<file path="src/rtl/pwm_limit_override.sv">
module pwm_limit_override #(
  parameter int N_SRC = 10,
  parameter int SEL_W = 4
) (
  input  logic             clk,
  input  logic             rst_n,
  input  logic             pwm_hi_in,
  input  logic             pwm_lo_in,
  input  logic             cyc_start,
  input  logic [N_SRC-1:0] src_pins,
  input  logic [SEL_W-1:0] cl_sel,
  input  logic [SEL_W-1:0] flt_sel,
  input  logic             cl_en,
  input  logic             flt_en,
  input  logic             cl_ovr_hi,
  input  logic             cl_ovr_lo,
  input  logic             flt_ovr_hi,
  input  logic             flt_ovr_lo,
  input  logic             flt_latch_mode,
  input  logic             flt_clr,
  input  logic             trig_evt,
  input  logic             cl_irq_en,
  input  logic             flt_irq_en,
  input  logic             trig_irq_en,
  input  logic             irq_clr,
  output logic             pwm_hi_out,
  output logic             pwm_lo_out,
  output logic             cl_status,
  output logic             irq
);

  logic cl_in, flt_in;
  logic cl_hold_q, flt_hold_q;
  logic cl_prev_q, flt_prev_q;
  logic cl_flag_q, flt_flag_q, trig_flag_q;
  logic cl_ovr, flt_ovr;

  assign cl_in  = (int'(cl_sel)  < N_SRC) ? src_pins[cl_sel]  : 1'b0;
  assign flt_in = (int'(flt_sel) < N_SRC) ? src_pins[flt_sel] : 1'b0;

  assign cl_ovr  = cl_en  & (cl_in  | cl_hold_q);
  assign flt_ovr = flt_en & (flt_in | flt_hold_q);

  always_ff @(posedge clk or negedge rst_n) begin
    if (!rst_n) begin
      cl_hold_q  <= 1'b0;
      flt_hold_q <= 1'b0;
    end else begin
      if (cyc_start)              cl_hold_q <= 1'b0;
      else if (cl_en && cl_in)    cl_hold_q <= 1'b1;

      if (flt_en && flt_in)       flt_hold_q <= 1'b1;
      else if (flt_latch_mode) begin
        if (flt_clr)              flt_hold_q <= 1'b0;
      end else if (cyc_start)     flt_hold_q <= 1'b0;
    end
  end

  always_ff @(posedge clk or negedge rst_n) begin
    if (!rst_n) begin
      cl_prev_q   <= 1'b0;
      flt_prev_q  <= 1'b0;
      cl_flag_q   <= 1'b0;
      flt_flag_q  <= 1'b0;
      trig_flag_q <= 1'b0;
    end else begin
      cl_prev_q  <= cl_in;
      flt_prev_q <= flt_in;
      if (cl_irq_en && cl_in && !cl_prev_q)     cl_flag_q <= 1'b1;
      else if (irq_clr)                         cl_flag_q <= 1'b0;
      if (flt_irq_en && flt_in && !flt_prev_q)  flt_flag_q <= 1'b1;
      else if (irq_clr)                         flt_flag_q <= 1'b0;
      if (trig_irq_en && trig_evt)              trig_flag_q <= 1'b1;
      else if (irq_clr)                         trig_flag_q <= 1'b0;
    end
  end

  assign pwm_hi_out = flt_ovr ? flt_ovr_hi : (cl_ovr ? cl_ovr_hi : pwm_hi_in);
  assign pwm_lo_out = flt_ovr ? flt_ovr_lo : (cl_ovr ? cl_ovr_lo : pwm_lo_in);
  assign cl_status  = cl_irq_en ? cl_flag_q : cl_in;
  assign irq        = cl_flag_q | flt_flag_q | trig_flag_q;

endmodule


</file>
<file path="config.mk">
export PLATFORM = sky130hd
export DESIGN_NAME = pwm_limit_override
export DESIGN_NICKNAME = d
export VERILOG_FILES = /design/src/rtl/pwm_limit_override.sv
export SDC_FILE = /design/constraint.sdc
export NUM_CORES = 1
export LEC_CHECK = 0
export BUFFER_PORTS_ARGS = -buffer_cell sky130_fd_sc_hd__clkbuf_2
export CORE_MARGIN = 4
export CORE_UTILIZATION = 39
export DETAILED_ROUTE_END_ITERATION = 16
export GPL_TIMING_DRIVEN = 0
export PLACE_DENSITY = 0.81
export SYNTH_ARGS = -nofsm -noshare
export SYNTH_HDL_FRONTEND = slang
export SYNTH_SLANG_ARGS = --single-unit
</file>
<file path="constraint.sdc">
create_clock -name clk -period 2.6 [get_ports clk]
set_input_delay 0.52 -clock clk [delete_from_list [all_inputs] [get_ports clk]]
set_output_delay 0.52 -clock clk [all_outputs]
set_load 0.03 [all_outputs]
</file>
==> metrics.yaml <==
synthesis:
  synth-edff-count: 0
  yosys.area_share.adder_pct: 0
  yosys.area_share.simple_pct: 14.70
  avgSynthCellArea_um2: 9.522
  synth_cells: 59
  synth_top_cell_area_share_pct: 31.18
  ys.flop_type: "dfrtp_1"
  synth_seq_cells: 7
  synth_compound_area_share_pct: 23.39
  synth_area_um2: 561.8
  synth_seq_area_share_pct: 31.18
  ys_top_cells_by_area: "dfrtp_1, mux4_2, mux2_2"
  yosys.area.top_type: "dfrtp_1"
  synth_nets: 95
  synth_mux_area_share_pct: 25.39
  synth_top_family_by_area: "multiplexers"
  synth.distinct_cells: 23
  synthXorXnorAreaFrac_pct: 0
  async_reset_ff_share_pct: 100.0
  yosys_warnings: 0
setup_path:
  path_cells: "buf_4 > mux4_2 > nand2_2 > a22oi_2 > o21ai_2 > mux2_2 > buf_6"
  critPathKind: "input pin to output pin"
  cp_top_family: "multiplexers"
  slowest_stage: "mux4_2"
  worstPathRequired_ns: 2.08
  cp.buffers_inverters: 2
  cp_max_fo: 4
  worstPathArrival_ns: 2.00
  worstSetupEndpointType: "output pin"
  cp-start-kind: "input pin"
  cp_slowest_stage_delay_ns: 0.50
layout:
  final_layout_size_suffix_gt1_share_pct: 52.94
  finish.utilization_pct: 62.29
  final_common_cell: "clkbuf_2"
  mostFrequentLayoutCells: "clkbuf_2, inv_1, dfrtp_1"
  num_antenna_cells: 0
  nets: 139
  area_delta_synth_final_pct: 47.88
detailed_routing:
  drtAntennaViolNets: 0
  drt_iter0_markers: 8
  drc: 0
  dr.pass1.iters: 3
  viasPerCell: 5.034
  detail_route.wl_per_cell_um: 12.13
  num_vias: 589
  wirelength_um: 1419
outcome:
  outcome: "completed"
clock_network:
  path_clk_slew_ns: 0.05
  htreeDepth: 1
  cts_root_buf: "clkbuf_4"
  cts_tree: "done"
  hold_buffers: 0
  cts.sinks: 7
  clock_latency_ns: 0.24
  max-clock-path-buffers: 2
  cts_buffers: 3
global_route:
  grt.total_usage_pct: 13.85
  grt_pass1_wl_um: 2173
  antenna_found_initial: 0
  grt_pass1_vias: 574
  grt-ovfl-total: 0
  grt_max_degree: 8
worst_hold_path:
  worst_hold_path_type: "input pin to async pin"
place:
  place_congestion: 0.7484
  hpwl_um: 1261
  portBuffers: 39
timing:
  drv_slew: 0
  min_period_ns: 2.516
  fin_setup_tns_ns: 0
  finalSetupViolations: 0
  max_slew_margin_pct: 81.95
  hold_viol_final: 0
  hold_ws_ns: 0.09695
  timing.fmax_mhz: 397.5
  post-route-period-util_pct: 96.76
  skew_ns: 0.0003595
  rsz0062_at_grt: "no"
  tightest_slew_ns: 0.2707
floorplan:
  die_h_um: 45.96
  die_x_um: 45.96
  core_mm2: 0.001334
  initial_core_util_pct: 42.12
  io_pins: 40
  rows: 13
  die-area_mm2: 0.002112
pwr:
  power.leakage_nw: 0.4277
  swShare_pct: 31.14
  pwr-share-comb_pct: 39.2
  peakVddDrop_mv: 0.2280
  p_total_uw: 361.9
  pwr-share-seq_pct: 34.5
  power_density_mw_per_mm2: 435.6
  p_switching_uw: 112.7
  clkPwrFrac_pct: 26.3
  p_int_uw: 249.2
job:
  maxCapViolations: 0
## synth_stat cells, types with 2 or more instances
cell      number
nor2_1         3
mux2_2         4
nand2_1        4
o32ai_1        2
o21ai_1        3
inv_1          8
nand3b_1       2
nand3_1        2
mux4_2         3
nand2b_1       3
o21ai_0        3
a41oi_1        2
mux2i_1        3
dfrtp_1        7
a21oi_1        2
## through the flow
step | instance area (um^2) | setup slack, ns | std cells
6_report | 830.8 | 0.08419 | 117
3_3_place_gp | 775.7 | 0.003949 | 113
4_1_cts | 815.8 | 0.01204 | 117
5_1_grt | 830.8 | 0.01472 | 117
3_5_place_dp | 775.7 | 0.001136 | 113
2_1_floorplan | 561.8 | 0.3133 | 59
## power by group through the flow
stage / registers (mW) / logic [mW] / clock network (mW)
after floorplan: 0.125 / 0.0803 / 0
after global placement: 0.126 / 0.128 / 0
after detailed placement: 0.126 / 0.132 / 0
after CTS: 0.125 / 0.137 / 0.0992
after global routing: 0.126 / 0.155 / 0.105
final: 0.125 / 0.142 / 0.0951
## final timing paths
| path | start | cells after the start | slack, ns | end |
|---|---|---|---|---|
| setup reg to reg | flt_hold_q | 1 | 1.90 | flt_hold_q |
| setup / recovery | flt_sel[0] | 7 | 0.08 | pwm_lo_out |
| hold / removal | rst_n | 1 | 0.1 | trig_flag_q |
| min in group clk | cyc_start | 2 | 0.45 | cl_hold_q |
| hold reg to reg | cl_prev_q | 2 | 0.51 | cl_flag_q |
| max in group asynchronous | rst_n | 1 | 2.35 | flt_hold_q |
## layout make-up
| class | count | area, um^2 |
|---|---|---|
| Inverter | 8 | 30.03 |
| Timing Repair Buffer | 39 | 212.7 |
| Fill cell | 114 | 503.0 |
| Tap cell | 15 | 18.77 |
| Sequential cell | 7 | 175.2 |
| Clock buffer | 4 | 26.28 |
| Multi-Input combinational cell | 44 | 367.9 |
## cells by family after synthesis
group                  count (synthesis)
AOI/OAI and AO/OA                     18
buffers and inverters                  8
DFF                                    7
muxes                                 10
and+or+nand+nor                       16
## what timing repair did
action / in CTS / in global routing
gates resized for setup: 4 / 10
setup endpoints to repair: 2 / 2
setup buffers: 0 / 0
hold endpoints to repair: 0 / 0
pin swaps: 0 / 3
## routing by layer
layer / vias up / GRT usage, % / part of all wire [%]
met3: 0 / 1.581 / 4.7
met5: - / 0 / 0
met2: 14 / 25.00 / 55
met1: 265 / 16.43 / 40
li1: 310 / - / -
met4: 0 / 5.114 / 0
## sequential cells by signal (all words and copies together), names as in the netlist
| signal | flops |
|---|---|
| cl_prev_q | 1 |
| flt_flag_q | 1 |
| cl_flag_q | 1 |
| cl_hold_q | 1 |
| trig_flag_q | 1 |
| flt_prev_q | 1 |
| flt_hold_q | 1 |
Power figures use the tool's default switching activity.
